File: src/rtl/smbus_watch_pkg.sv
package smbus_watch_pkg;

    // Pair of bus wires carried together through the synchronizer
    typedef struct packed {
        logic scl;
        logic sda;
    } bus_lines_t;

    localparam bus_lines_t LINES_IDLE = '{scl: 1'b1, sda: 1'b1};

endpackage

File: src/rtl/smbus_line_sync.sv
module smbus_line_sync
    import smbus_watch_pkg::*;
#(
    parameter int STAGES = 2
) (
    input  logic       clk,
    input  logic       rst_n,
    input  bus_lines_t raw,
    output bus_lines_t synced
);

    bus_lines_t stage_d [STAGES];
    bus_lines_t stage_q [STAGES];

    for (genvar g = 0; g < STAGES; g++) begin : g_stage
        if (g == 0) begin : g_first
            assign stage_d[g] = raw;
        end else begin : g_next
            assign stage_d[g] = stage_q[g-1];
        end
    end

    always_ff @(posedge clk or negedge rst_n) begin
        if (!rst_n) begin
            for (int i = 0; i < STAGES; i++) stage_q[i] <= LINES_IDLE;
        end else begin
            for (int i = 0; i < STAGES; i++) stage_q[i] <= stage_d[i];
        end
    end

    assign synced = stage_q[STAGES-1];

endmodule

File: src/rtl/smbus_low_timer.sv
module smbus_low_timer #(
    parameter int LIMIT = 1_200_000
) (
    input  logic clk,
    input  logic rst_n,
    input  logic en,
    input  logic scl_s,
    output logic pulse
);

    localparam int            CW   = $clog2(LIMIT + 1);
    localparam logic [CW-1:0] LAST = CW'(LIMIT - 1);

    typedef struct packed {
        logic [CW-1:0] cnt;
        logic          spent;
        logic          pulse;
    } tmr_t;

    tmr_t r_d, r_q;

    always_comb begin
        r_d       = r_q;
        r_d.pulse = 1'b0;
        if (!en || scl_s) begin
            r_d.cnt   = '0;
            r_d.spent = 1'b0;
        end else if (!r_q.spent) begin
            if (r_q.cnt == LAST) begin
                r_d.spent = 1'b1;
                r_d.pulse = 1'b1;
            end else begin
                r_d.cnt = r_q.cnt + 1'b1;
            end
        end
    end

    always_ff @(posedge clk or negedge rst_n) begin
        if (!rst_n) r_q <= '0;
        else        r_q <= r_d;
    end

    assign pulse = r_q.pulse;

endmodule

File: src/rtl/smbus_free_detect.sv
module smbus_free_detect #(
    parameter int TICKS = 10
) (
    input  logic clk,
    input  logic rst_n,
    input  logic en,
    input  logic tick,
    input  logic scl_s,
    input  logic sda_s,
    output logic bus_free
);

    localparam int            CW   = $clog2(TICKS + 1);
    localparam logic [CW-1:0] LAST = CW'(TICKS);

    typedef struct packed {
        logic [CW-1:0] cnt;
        logic          free;
    } idle_t;

    idle_t r_d, r_q;

    always_comb begin
        r_d = r_q;
        if (!en || !scl_s || !sda_s) begin
            r_d = '0;
        end else if (tick && !r_q.free) begin
            if (r_q.cnt == LAST) r_d.free = 1'b1;
            else                 r_d.cnt  = r_q.cnt + 1'b1;
        end
    end

    always_ff @(posedge clk or negedge rst_n) begin
        if (!rst_n) r_q <= '0;
        else        r_q <= r_d;
    end

    assign bus_free = r_q.free;

endmodule

File: src/rtl/smbus_idle_watch.sv
module smbus_idle_watch
    import smbus_watch_pkg::*;
#(
    parameter int TMO_LIMIT   = 1_200_000,
    parameter int FREE_TICKS  = 10,
    parameter int SYNC_STAGES = 2
) (
    input  logic clk,
    input  logic rst_n,
    input  logic tmo_en,
    input  logic free_en,
    input  logic src_tick,
    input  logic scl_in,
    input  logic sda_in,
    output logic tmo_pulse,
    output logic bus_free
);

    bus_lines_t raw_lines;
    bus_lines_t sync_lines;
    logic       scl_s;
    logic       sda_s;

    assign raw_lines = '{scl: scl_in, sda: sda_in};
    assign scl_s     = sync_lines.scl;
    assign sda_s     = sync_lines.sda;

    smbus_line_sync #(
        .STAGES (SYNC_STAGES)
    ) i_sync (
        .clk    (clk),
        .rst_n  (rst_n),
        .raw    (raw_lines),
        .synced (sync_lines)
    );

    smbus_low_timer #(
        .LIMIT (TMO_LIMIT)
    ) i_low_timer (
        .clk   (clk),
        .rst_n (rst_n),
        .en    (tmo_en),
        .scl_s (scl_s),
        .pulse (tmo_pulse)
    );

    smbus_free_detect #(
        .TICKS (FREE_TICKS)
    ) i_free (
        .clk      (clk),
        .rst_n    (rst_n),
        .en       (free_en),
        .tick     (src_tick),
        .scl_s    (scl_s),
        .sda_s    (sda_s),
        .bus_free (bus_free)
    );

endmodule

File: config.mk
export PLATFORM = sky130hd
export DESIGN_NAME = smbus_idle_watch
export DESIGN_NICKNAME = d
export VERILOG_FILES = /design/src/rtl/smbus_watch_pkg.sv /design/src/rtl/smbus_line_sync.sv /design/src/rtl/smbus_low_timer.sv /design/src/rtl/smbus_free_detect.sv /design/src/rtl/smbus_idle_watch.sv
export SDC_FILE = /design/constraint.sdc
export NUM_CORES = 1
export LEC_CHECK = 0
export ABC_AREA = 1
export BUFFER_PORTS_ARGS = -buffer_cell sky130_fd_sc_hd__buf_2
export CAP_MARGIN = 20
export CORE_ASPECT_RATIO = 1.25
export CORE_UTILIZATION = 55
export DETAILED_ROUTE_END_ITERATION = 16
export PLACE_DENSITY = 0.72
export REMOVE_ABC_BUFFERS = 1
export SETUP_SLACK_MARGIN = 0.2
export SYNTH_ARGS = -nofsm -noshare
export SYNTH_HDL_FRONTEND = slang
export SYNTH_SLANG_ARGS = --single-unit
File: constraint.sdc
create_clock -name clk -period 4 [get_ports clk]
set_input_delay 0.2 -clock clk [delete_from_list [all_inputs] [get_ports clk]]
set_output_delay 0.2 -clock clk [all_outputs]
set_load 0.01 [all_outputs]
Yosys cells after proc, flatten, opt, wreduce, memory -nomap -nowiden

Index checks and enable logic that the tools add are counted.

$add $sub $neg: 2
Multipliers: 0
Divide/modulo/power cells: 0
Magnitude comparators: 0
Equality and inequality tests: 5
Shift operators: 0
Mux-type cells: 9
Bitwise operators: 0
Reduce and logical (&&, ||, !) cells: 14

Operator list:

| cell                                                   | number |
|---|---|
| two-way mux 23 bit                                     | 1 |
| two-way mux 22 bit                                     | 1 |
| adder 21 x 1 -> 21 bit (second input constant)         | 1 |
| equality test 21 bit (second input constant)           | 1 |
| two-way mux 21 bit                                     | 1 |
| two-way mux 5 bit                                      | 2 |
| AND reduction 2 bit                                    | 3 |
| logical NOT 1 bit                                      | 5 |
| adder 4 x 1 -> 4 bit (second input constant)           | 1 |
| equality test 4 bit (second input constant)            | 1 |
| two-way mux 4 bit                                      | 1 |
| inequality test 2 x 1 -> 1 bit (second input constant) | 2 |
| nonzero test 2 bit                                     | 2 |
| logical OR 1 bit                                       | 3 |
| two-way mux 1 bit                                      | 2 |
| two-way mux 2 bit                                      | 1 |
| inequality test 2 bit (second input constant)          | 1 |
| logical AND 1 bit                                      | 1 |

Register bits after elaboration: 32
Bits in latches: 0
RAM bits: 0
ROM bits: 0
Input bits: 7
Output and inout bits: 2
Word-level logic and storage cells: 39
Memories: 0

Logic depth before layout (Yosys ltp)

Gate-level depths: netlist of run 1.

Depth after elaboration: 5
Depth in mapped cells: 10
Mapped depth without buffers: 10

By module

A second synthesis of run 1 with hierarchy kept.

Cells, all modules: 277
Area total of the unflattened synthesis: 1971.9 um2

Modules (own cells, without submodules):

| module            | times used | cells each | area an instance (um2) | seq. area each (um2) |
|---|---|---|---|---|
| smbus_low_timer   | 1          | 235        | 1544.0                 | 575.6 |
| smbus_free_detect | 1          | 38         | 322.8                  | 125.1 |
| smbus_line_sync   | 1          | 4          | 105.1                  | 105.1 |

Least setup slack after synthesis of run 1

Ideal clock, no wire load.

Path type: reg2reg
Start point: register i_low_timer.r_q[2] (netlist bit)
End point: register i_low_timer.r_q[10] (netlist bit)
Setup time: 0.074 ns
Arrival time: 1.402 ns
Data required time: 3.926 ns
Setup slack: 2.524 ns
Stages on the path, launching flop included: 11
Buffers on the path: 1
Period minus slack after synthesis: 1.476 ns
Cell sequence: dfrtp_1 ha_1 nand2_2 inv_2 nand2_4 nor2_2 nand3_4 nand2_4 buf_12 nand2_1 o21ai_2

Word-level cells in the longest chain between the ends: 4
Elaborated cells on any way between the ends: 7
Classes of those cells: 1 x add/sub; 2 x eq/ne; 3 x mux; 1 x reduce/logical

Ends and longest elaborated chain:

| what                   | line                  | source |
|---|---|---|
| from (decl)            | smbus_low_timer.sv:20 | `tmr_t r_d, r_q;` |
| from (signal assigned) | smbus_low_timer.sv:40 | `else r_q <= r_d;` |
| adder 21 x 1 -> 21 bit | smbus_low_timer.sv:33 | `r_d.cnt = r_q.cnt + 1'b1;` |
| two-way mux 21 bit     | smbus_low_timer.sv:29 | `if (r_q.cnt == LAST) begin` |
| two-way mux 23 bit     | smbus_low_timer.sv:28 | `end else if (!r_q.spent) begin` |
| two-way mux 22 bit     | smbus_low_timer.sv:25 | `if (!en \|\| scl_s) begin` |

Several ways; a longest one is shown, not always the timed one. The select of a mux whose other input is x is not followed.
A chain may end at the register's enable or synchronous reset.

Worst setup path after layout of run 1

Start point: register i_sync.synced[1] (netlist name)
End point: register i_low_timer.r_q[4] (netlist bit)

Word-level cells in the longest chain between the ends: 3
Elaborated cells on any way between the ends: 5
Classes of those cells: 2 x eq/ne; 1 x mux; 2 x reduce/logical

Ends and longest elaborated chain:

| what                                                                                     | line |
|---|---|
| logical OR 1 bit (*)                                                                     | smbus_low_timer.sv:25 |
| inequality test 2 bit (no line) / inequality test 2 x 1 -> 1 bit (equally long branches) | -- |
| AND reduction 2 bit (no line)                                                            | -- |

Mark *: on every way between the ends. The rest lies on a longest branch, timed or not.

==> report_table.html, run 1 <==
<table>
<tr><th>Metric</th><th>Value</th></tr>
<tr><th colspan="2">Hold path</th></tr>
<tr><td>Class of the most critical hold timing path</td><td>input port to flip-flop</td></tr>
<tr><td>Worst min-delay path startpoint</td><td>sda_in</td></tr>
<tr><td>Capture endpoint of the worst hold path</td><td>i_sync.stage_d[0]</td></tr>
<tr><td>Number of cells traversed by the worst hold path</td><td>1</td></tr>
<tr><th colspan="2">Yosys</th></tr>
<tr><td>Area share of and/or/nand/nor cells after synthesis</td><td>between 40% and 50%</td></tr>
<tr><td>Seq cells post-synth</td><td>32</td></tr>
<tr><td>Largest family of logic cells by synthesized area</td><td>simple AND/OR/NAND/NOR gates</td></tr>
<tr><td>Dominant register cell in the synthesized netlist</td><td>sky130_fd_sc_hd__dfrtp_1</td></tr>
<tr><td>Number of flops mapped to enable cells by yosys</td><td>0</td></tr>
<tr><td>Multiplexer area fraction after synthesis</td><td>0%</td></tr>
<tr><td>Proportion of synthesized chip area in sequential cells</td><td>between 40% and 50%</td></tr>
<tr><td>Parity-gate share of the synthesized area counting xor and xnor cells</td><td>less than 1%</td></tr>
<tr><td>Mean instance size in the synthesized netlist</td><td>~7.6 um^2</td></tr>
<tr><td>Most instantiated cells after synthesis</td><td>65 x sky130_fd_sc_hd__nand2_1, 30 x sky130_fd_sc_hd__inv_1, 28 x sky130_fd_sc_hd__dfrtp_1</td></tr>
<tr><td>Mapped cell area</td><td>between 0.0015 and 0.002 mm^2</td></tr>
<tr><td>Area contributors post-synth</td><td>sky130_fd_sc_hd__dfrtp_1 35%, sky130_fd_sc_hd__nand2_1 12%, sky130_fd_sc_hd__nand3_1 6.0%, sky130_fd_sc_hd__nand2_2 6.0%, sky130_fd_sc_hd__inv_1 5.7%</td></tr>
<tr><td>Async set-or-reset flop fraction in the synthesized netlist</td><td>100%</td></tr>
<tr><td>Number of instances in the synthesized netlist</td><td>around 260</td></tr>
<tr><td>Post-synthesis cell type with the largest combined area</td><td>sky130_fd_sc_hd__dfrtp_1</td></tr>
<tr><td>Area share of fa/ha/maj cells after synthesis</td><td>~1.9%</td></tr>
<tr><td>Portion of synthesized cell area occupied by the leading cell type</td><td>a little over a third</td></tr>
<tr><td>Dominant cell by count in the synthesized netlist</td><td>sky130_fd_sc_hd__nand2_1</td></tr>
<tr><td>Yosys warns</td><td>0</td></tr>
<tr><td>Compound-Gate Fraction of Synth Area</td><td>roughly 6.4%</td></tr>
<tr><td>Synth cell types</td><td>28</td></tr>
<tr><th colspan="2">STA</th></tr>
<tr><td>Achievable clock frequency</td><td>0.479 GHz</td></tr>
<tr><td>Tcrit/Tclk final</td><td>between 50% and 60%</td></tr>
<tr><td>Final setup fails</td><td>0</td></tr>
<tr><td>Final hold slack</td><td>~11 ps</td></tr>
<tr><td>Fin Setup TNS</td><td>0 ps</td></tr>
<tr><td>RSZ-0062 raised after global routing</td><td>false</td></tr>
<tr><td>Tightest Pin Transition</td><td>747 ps</td></tr>
<tr><td>Clock period minus final worst setup slack</td><td>between 2000 and 2500 ps</td></tr>
<tr><td>Worst relative slew slack</td><td>roughly half</td></tr>
<tr><td>Number of hold-slack violations in the final timing report</td><td>0</td></tr>
<tr><td>Worst-case setup margin in the final layout</td><td>approximately 1900 ps</td></tr>
<tr><td>Fin Clk Skew</td><td>7.45 ps</td></tr>
<tr><td>Number of slew-limit violations in the final report</td><td>0</td></tr>
<tr><th colspan="2">Worst setup path</th></tr>
<tr><td>Delay-heaviest family, CP</td><td>simple AND/OR/NAND/NOR gates</td></tr>
<tr><td>Startpoint kind of the worst setup timing path</td><td>flip-flop</td></tr>
<tr><td>Depth of the worst register-to-register path</td><td>7</td></tr>
<tr><td>Maximum fanout count along the critical path</td><td>21</td></tr>
<tr><td>Cell breakdown of the critical path</td><td>nor2_1 &gt; nand2_1 &gt; nor2_4 &gt; nand3_4 &gt; nand2_4 &gt; inv_2 &gt; o21ai_1</td></tr>
<tr><td>Arrival @ worst endpoint</td><td>2290 ps</td></tr>
<tr><td>Setup CP Type</td><td>flip-flop to flip-flop</td></tr>
<tr><td>Critical Path Max Stage Delay</td><td>approximately 580 ps</td></tr>
<tr><td>Category of the worst setup path capture point</td><td>flip-flop</td></tr>
<tr><td>Required time of the worst setup path</td><td>4210 ps</td></tr>
<tr><td>Number of gates on the worst path with buffers counted</td><td>7</td></tr>
<tr><td>Critical R2R Launch</td><td>i_sync.synced[1]</td></tr>
<tr><td>Cell with the largest stage delay on the worst path</td><td>sky130_fd_sc_hd__nor2_1</td></tr>
<tr><td>Worst path bufs/invs</td><td>1</td></tr>
<tr><td>R2r endpoint</td><td>i_low_timer.r_q[4]</td></tr>
<tr><td>Setup slack of the worst register-to-register path</td><td>between 1500 and 2000 ps</td></tr>
<tr><th colspan="2">Detailed routing</th></tr>
<tr><td>Overall via count from detail_route</td><td>about 1600</td></tr>
<tr><td>DR pass1 iterations</td><td>5</td></tr>
<tr><td>Mean routed wirelength per cell</td><td>about 12 um</td></tr>
<tr><td>Post-route antenna net violation count</td><td>0</td></tr>
<tr><td>Number of remaining DRC errors</td><td>0</td></tr>
<tr><td>Via density per instance</td><td>between 5 and 6</td></tr>
<tr><td>Starting DRT DRC Count</td><td>58</td></tr>
<tr><td>Final wirelength</td><td>around 3900 um</td></tr>
<tr><th colspan="2">Die</th></tr>
<tr><td>Die area</td><td>approximately 0.0039 mm^2</td></tr>
<tr><td>Standard-cell rows</td><td>24</td></tr>
<tr><td>Area of the core</td><td>about 0.0035 mm^2</td></tr>
<tr><td>DIE HEIGHT</td><td>approximately 69 um</td></tr>
<tr><td>Effective utilization at floorplan</td><td>57.2%</td></tr>
<tr><td>X dimension of the die</td><td>about 56 um</td></tr>
<tr><td>I/O Pins</td><td>9</td></tr>
<tr><th colspan="2">CTS</th></tr>
<tr><td>Total of cells resized after clock tree synthesis</td><td>0</td></tr>
<tr><td>Max H-tree Level</td><td>2</td></tr>
<tr><td>Num Clock Sinks</td><td>32</td></tr>
<tr><td>CTS tree</td><td>built</td></tr>
<tr><td>Clock-pin slew on the worst setup and hold paths</td><td>roughly 70 ps</td></tr>
<tr><td>CTS Buffer Depth</td><td>2</td></tr>
<tr><td>Insertion delay of the later-clocked pin in the worst-skew pair</td><td>290 ps</td></tr>
<tr><td>CTS buffer count</td><td>5</td></tr>
<tr><td>Cell at the root of the clock tree</td><td>sky130_fd_sc_hd__clkbuf_8</td></tr>
<tr><th colspan="2">Placed design</th></tr>
<tr><td>Final HPWL DP</td><td>2810 um</td></tr>
<tr><td>Count of buffers inserted at the top-level ports</td><td>8</td></tr>
<tr><td>GP Congestion</td><td>slightly below 0.9</td></tr>
<tr><td>Place WS</td><td>1940 ps</td></tr>
<tr><th colspan="2">GRT</th></tr>
<tr><td>Total global routing overflow</td><td>0</td></tr>
<tr><td>Wire length of the first global-routing pass</td><td>~7000 um</td></tr>
<tr><td>Met1 layer usage reported by global route</td><td>around 30%</td></tr>
<tr><td>Tot GR Track Use</td><td>22.8%</td></tr>
<tr><td>Initial antenna violation count</td><td>0</td></tr>
<tr><td>Pin count of the biggest net entering global routing</td><td>33</td></tr>
<tr><td>Via count of the first global-routing pass</td><td>1606</td></tr>
<tr><td>Met2 GRT Util</td><td>between 30% and 40%</td></tr>
<tr><td>Met3 capacity usage during global routing</td><td>between 4 and 5%</td></tr>
<tr><td>GR peak layer</td><td>met2</td></tr>
<tr><th colspan="2">Layout</th></tr>
<tr><td>Share of cells above drive strength 1</td><td>a little under a quarter</td></tr>
<tr><td>Area Growth Syn to Fin</td><td>8.61%</td></tr>
<tr><td>Post-layout net count</td><td>286</td></tr>
<tr><td>ANT cells</td><td>0</td></tr>
<tr><th colspan="2">Run</th></tr>
<tr><td>Number of maximum-capacitance constraint violations</td><td>0</td></tr>
<tr><th colspan="2">Run status</th></tr>
<tr><td>Result of the run</td><td>complete, no violations</td></tr>
<tr><th colspan="2">Power</th></tr>
<tr><td>Leakage component of the power</td><td>roughly 1.1 nW</td></tr>
<tr><td>Worst VDD drop</td><td>0.000365 V</td></tr>
<tr><td>Power per Cell Area</td><td>between 300 and 400 mW/mm^2</td></tr>
</table>
registers in the layout (all words and copies together) (netlist names):
register           cells
i_free.bus_free        1
i_sync.synced          2
i_free.r_q             4
i_low_timer.pulse      1
i_sync.stage_d         2
i_low_timer.r_q       22
report_power, final:
| group | internal, mW | switching [mW] |
|---|---|---|
| sequential | 0.329 | 0.00257 |
| clock | 0.185 | 0.120 |
| combinational | 0.00676 | 0.0156 |
final cells by class:
| type | count | area (um^2) |
|---|---|---|
| inverter | 37 | 139 |
| tap | 39 | 48.8 |
| clock buffer | 6 | 72.6 |
| clock inverter | 2 | 35.0 |
| fill | 325 | 1320 |
| sequential | 32 | 806 |
| timing repair buffer | 10 | 60.1 |
| multi-input combinational | 190 | 1000 |
metal layers:
layer,vias to the layer above,part of all wire [%]
met4,0,2.1
met5,-,0
met1,727,47
met3,7,2.4
li1,855,-
met2,17,49
worst register-to-register path, delay by kind of cell, from the launching register on:
family                 cells  cell delay [ps]
buffers and inverters      1              110
AND/OR/NAND/NOR            5             1380
AO/OA/AOI/OAI              1              140
flip-flops                 1              380
layout by cell type, fill, tap and decap left out, types with 3 or more instances in the layout:
master / n
sky130_fd_sc_hd__nand4_1: 10
sky130_fd_sc_hd__nand2_4: 3
sky130_fd_sc_hd__dfstp_2: 4
sky130_fd_sc_hd__nand2_2: 19
sky130_fd_sc_hd__buf_2: 8
sky130_fd_sc_hd__nor2_2: 6
sky130_fd_sc_hd__nand2_1: 65
sky130_fd_sc_hd__inv_1: 30
sky130_fd_sc_hd__o21ai_1: 9
sky130_fd_sc_hd__nand3_1: 24
sky130_fd_sc_hd__nor2_4: 4
sky130_fd_sc_hd__inv_2: 6
sky130_fd_sc_hd__nor3_1: 4
sky130_fd_sc_hd__clkbuf_8: 5
sky130_fd_sc_hd__dfrtp_1: 28
sky130_fd_sc_hd__o21ai_2: 5
sky130_fd_sc_hd__nor2_1: 26
sky130_fd_sc_hd__ha_1: 3
per-stage QoR:
step                      cells  utilization (%)  power, mW  area [um^2]
final                       316             62.1      0.659         2160
after floorplan             259                -      0.346         1950
after CTS                   315             61.8      0.667         2150
after detailed placement    306             58.4      0.359         2040
after global routing        316             62.1      0.685         2160
after global placement      306             58.4      0.358         2040
worst max path at each step:
stage	startpoint	to	slack, ps
after floorplan	i_sync.synced[1]	i_low_timer.r_q[14]	2360
after global placement	i_sync.synced[1]	i_low_timer.r_q[4]	2030
after detailed placement	i_sync.synced[1]	i_low_timer.r_q[14]	1940
after CTS	i_sync.synced[1]	i_low_timer.r_q[14]	1920
after global routing	i_sync.synced[1]	i_low_timer.r_q[14]	1700
final	i_sync.synced[1]	i_low_timer.r_q[4]	1910
what timing repair did:
| action | 4_1_cts | 5_1_grt |
|---|---|---|
| hold endpoints to repair | 28 | 1 |
| setup buffers | 0 | 0 |
| endpoints found under the setup margin | 0 | 0 |
| hold buffers | 1 | 1 |
kinds of logic after synthesis:
| group | after synthesis |
|---|---|
| compound gates | 20 |
| simple gates | 165 |
| buf+inv | 40 |
| flops | 32 |
| fa+ha+maj | 3 |
| xor+xnor | 2 |
Note: power is estimated with default switching activity, not from simulation.
==> run 2, diff against run 1 <==
- PLACE_DENSITY: 0.72 -> 0.75
- clock period: 4 -> 1.9 ns (I/O delays scaled with it)
==> report_table.html, run 2 (synthesis results as in run 1) <==
<table>
<tr><th>Metric</th><th>Value</th></tr>
<tr><th colspan="2">Run status</th></tr>
<tr><td>Result of the run</td><td>complete, no violations</td></tr>
<tr><th colspan="2">STA</th></tr>
<tr><td>Tightest Pin Transition</td><td>709 ps (-37.5 ps)</td></tr>
<tr><td>Tcrit/Tclk final</td><td>83.9% (+32 points)</td></tr>
<tr><td>RSZ-0062 raised after global routing</td><td>false</td></tr>
<tr><td>Number of slew-limit violations in the final report</td><td>0 (unchanged)</td></tr>
<tr><td>Clock period minus final worst setup slack</td><td>1590 ps (-494 ps)</td></tr>
<tr><td>Worst relative slew slack</td><td>52.7% (+2.7 points)</td></tr>
<tr><td>Number of hold-slack violations in the final timing report</td><td>0 (unchanged)</td></tr>
<tr><td>Final setup fails</td><td>0 (unchanged)</td></tr>
<tr><td>Worst-case setup margin in the final layout</td><td>306 ps (-1610 ps)</td></tr>
<tr><td>Fin Setup TNS</td><td>0 ps (unchanged)</td></tr>
<tr><td>Fin Clk Skew</td><td>8.82 ps (+1.37 ps)</td></tr>
<tr><td>Achievable clock frequency</td><td>0.627 GHz (+31%)</td></tr>
<tr><th colspan="2">Layout</th></tr>
<tr><td>ANT cells</td><td>0 (unchanged)</td></tr>
<tr><td>Area Growth Syn to Fin</td><td>16.0%</td></tr>
<tr><td>Fill cell total of the finished layout</td><td>306 (-5.8%)</td></tr>
<tr><td>Top library cells by usage in the layout, fill and taps aside</td><td>65 x sky130_fd_sc_hd__nand2_1, 30 x sky130_fd_sc_hd__inv_1, 27 x sky130_fd_sc_hd__dfrtp_1</td></tr>
<tr><td>Leading registers by flop count</td><td>i_low_timer.r_q x22, i_free.r_q x4</td></tr>
<tr><td>Post-route non-filler standard cell count</td><td>328 (+3.8%)</td></tr>
<tr><td>Flip-flop count of the largest register, all copies and words added</td><td>22 (unchanged)</td></tr>
<tr><td>Most common cell after layout, fill and taps aside</td><td>sky130_fd_sc_hd__nand2_1</td></tr>
<tr><td>Register containing the most flip-flops in the final layout</td><td>i_low_timer.r_q</td></tr>
<tr><td>Share of cells above drive strength 1</td><td>27.0% (+4.2 points)</td></tr>
<tr><td>Post-layout net count</td><td>298 (+4.2%)</td></tr>
<tr><th colspan="2">Worst setup path</th></tr>
<tr><td>Maximum fanout count along the critical path</td><td>7 (-67%)</td></tr>
<tr><td>Startpoint kind of the worst setup timing path</td><td>flip-flop</td></tr>
<tr><td>Critical R2R Launch</td><td>i_low_timer.r_q[2]</td></tr>
<tr><td>Setup slack of the worst register-to-register path</td><td>310 ps (-1610 ps)</td></tr>
<tr><td>R2r endpoint</td><td>i_low_timer.r_q[12]</td></tr>
<tr><td>Arrival @ worst endpoint</td><td>1790 ps (-500 ps)</td></tr>
<tr><td>Depth of the worst register-to-register path</td><td>11 (+4)</td></tr>
<tr><td>Setup CP Type</td><td>flip-flop to flip-flop</td></tr>
<tr><td>Category of the worst setup path capture point</td><td>flip-flop</td></tr>
<tr><td>Required time of the worst setup path</td><td>2090 ps (-2120 ps)</td></tr>
<tr><th colspan="2">Hold path</th></tr>
<tr><td>Worst min-delay path startpoint</td><td>src_tick</td></tr>
<tr><td>Capture endpoint of the worst hold path</td><td>i_free.bus_free</td></tr>
<tr><td>Class of the most critical hold timing path</td><td>input port to flip-flop</td></tr>
<tr><td>Number of cells traversed by the worst hold path</td><td>3 (+2)</td></tr>
<tr><th colspan="2">Die</th></tr>
<tr><td>X dimension of the die</td><td>55.8 um (unchanged)</td></tr>
<tr><td>Die area</td><td>0.00387 mm^2 (unchanged)</td></tr>
<tr><td>Effective utilization at floorplan</td><td>57.2% (unchanged)</td></tr>
<tr><td>I/O Pins</td><td>9 (unchanged)</td></tr>
<tr><td>Area of the core</td><td>0.00348 mm^2 (unchanged)</td></tr>
<tr><td>Standard-cell rows</td><td>24 (unchanged)</td></tr>
<tr><td>DIE HEIGHT</td><td>69.3 um (unchanged)</td></tr>
<tr><th colspan="2">Placed design</th></tr>
<tr><td>Final HPWL DP</td><td>2890 um (+2.9%)</td></tr>
<tr><td>Count of buffers inserted at the top-level ports</td><td>8 (unchanged)</td></tr>
<tr><td>Place WS</td><td>110 ps (-1830 ps)</td></tr>
<tr><td>GP Congestion</td><td>0.853 (-1.7%)</td></tr>
<tr><td>DP Cell Count</td><td>308 (+0.65%)</td></tr>
<tr><th colspan="2">CTS</th></tr>
<tr><td>CTS Buffer Depth</td><td>2 (unchanged)</td></tr>
<tr><td>CTS tree</td><td>built</td></tr>
<tr><td>Max H-tree Level</td><td>2 (unchanged)</td></tr>
<tr><td>CTS buffer count</td><td>5 (unchanged)</td></tr>
<tr><td>Num Clock Sinks</td><td>32 (unchanged)</td></tr>
<tr><td>Cell at the root of the clock tree</td><td>sky130_fd_sc_hd__clkbuf_8</td></tr>
<tr><td>Insertion delay of the later-clocked pin in the worst-skew pair</td><td>290 ps (about the same)</td></tr>
<tr><td>Clock-pin slew on the worst setup and hold paths</td><td>70 ps (about the same)</td></tr>
<tr><th colspan="2">Detailed routing</th></tr>
<tr><td>Overall via count from detail_route</td><td>1757 (+9.4%)</td></tr>
<tr><td>Mean routed wirelength per cell</td><td>13.4 um (+9.0%)</td></tr>
<tr><td>Post-route antenna net violation count</td><td>0 (unchanged)</td></tr>
<tr><td>Number of remaining DRC errors</td><td>0 (unchanged)</td></tr>
<tr><td>Final wirelength</td><td>4390 um (+13%)</td></tr>
<tr><td>Starting DRT DRC Count</td><td>73 (+26%)</td></tr>
<tr><td>DR pass1 iterations</td><td>4 (-1)</td></tr>
<tr><td>Via density per instance</td><td>5.36 (+5.4%)</td></tr>
<tr><th colspan="2">GRT</th></tr>
<tr><td>Via count of the first global-routing pass</td><td>1588 (-1.1%)</td></tr>
<tr><td>Pin count of the biggest net entering global routing</td><td>33 (unchanged)</td></tr>
<tr><td>Wire length of the first global-routing pass</td><td>6970 um (-0.58%)</td></tr>
<tr><td>Initial antenna violation count</td><td>0 (unchanged)</td></tr>
<tr><td>Tot GR Track Use</td><td>23.3% (+0.43 points)</td></tr>
<tr><td>Total global routing overflow</td><td>0 (unchanged)</td></tr>
<tr><th colspan="2">Power</th></tr>
<tr><td>Leakage component of the power</td><td>1.12 nW (+6.2%)</td></tr>
<tr><td>Worst VDD drop</td><td>0.000709 V (+94%)</td></tr>
<tr><td>Power per Cell Area</td><td>609 mW/mm^2 (+100%)</td></tr>
<tr><th colspan="2">Run</th></tr>
<tr><td>Number of maximum-capacitance constraint violations</td><td>0 (unchanged)</td></tr>
</table>
run 2: changes by cell type in the layout (fill, tap and decap cells not counted), sizes merged:
| cell | previous run | this run |
|---|---|---|
| clkinvlp | 0 | 1 |
| dlygate4sd3 | 2 | 3 |
| nand2 | 87 | 89 |
| buf | 8 | 17 |
| clkbuf | 6 | 5 |
run 2: worst max-delay path by stage:
stage	slack [ps]	end	from
3_5_place_dp	110	i_low_timer.r_q[14]	i_low_timer.r_q[2]
2_1_floorplan	260	i_low_timer.r_q[14]	i_sync.synced[1]
5_1_grt	190	i_low_timer.r_q[22]	i_low_timer.r_q[2]
4_1_cts	180	i_low_timer.r_q[14]	i_low_timer.r_q[2]
6_report	310	i_low_timer.r_q[12]	i_low_timer.r_q[2]
3_3_place_gp	210	i_low_timer.r_q[4]	i_low_timer.r_q[2]
run 2: critical path, cell delays in order, from the launching register on:
cell and delay [ps]:
sky130_fd_sc_hd__dfrtp_2 420, sky130_fd_sc_hd__ha_4 160, sky130_fd_sc_hd__nand2_2 70, sky130_fd_sc_hd__inv_2 100, sky130_fd_sc_hd__nand2_4 70, sky130_fd_sc_hd__nor2_4 100
sky130_fd_sc_hd__nand3_4 190, sky130_fd_sc_hd__buf_6 190, sky130_fd_sc_hd__nand3_1 60, sky130_fd_sc_hd__nand2_1 60, sky130_fd_sc_hd__nand2_1 50, sky130_fd_sc_hd__inv_1 40
run 2: final cells by class:
cell class                      count  area, um^2  area share (%)
Timing Repair Buffer               20         141            6.12
Sequential cell                    32         807            34.9
Clock buffer                        5        68.8            2.98
Clock inverter                      3        42.5            1.84
Multi-Input combinational cell    192        1060            46.0
Tap cell                           39        48.8            2.11
Inverter                           37         139            6.01
run 2: metrics by stage:
stage	instance area (um^2)	util (%)	power [mW]	hold slack (ps)
after floorplan	1950	-	0.729	-201
after global routing	2310	66.3	1.45	68.2
after CTS	2200	63.2	1.42	54.4
final	2310	66.3	1.41	57.4
after detailed placement	2050	58.9	0.758	186
after global placement	2050	58.9	0.757	173
run 2: per-layer routing:
metal | track usage [%] | vias up | part of all wire (%)
met5 | 0 | - | 0
met4 | 13.6 | 0 | 3.6
met3 | 5.41 | 14 | 4.7
met2 | 37.3 | 43 | 50
met1 | 28.5 | 814 | 42
li1 | - | 886 | -
run 2: what timing repair did:
action | 4_1_cts | 5_1_grt
hold buffers | 3 | 0
hold endpoints to repair | 30 | 0
resized for setup | 1 | 10
endpoints found under the setup margin | 6 | 19
buffers inserted | 0 | 7
cloned | 0 | 2
pin swaps | 0 | 3
run 2: power breakdown:
part,switching [mW],leakage (nW),internal (mW),total (mW)
clock network,0.263,0.0541,0.388,0.651
registers,0.00599,0.431,0.692,0.698
logic,0.0363,0.639,0.0231,0.0594
total,0.306,1.12,1.10,1.41
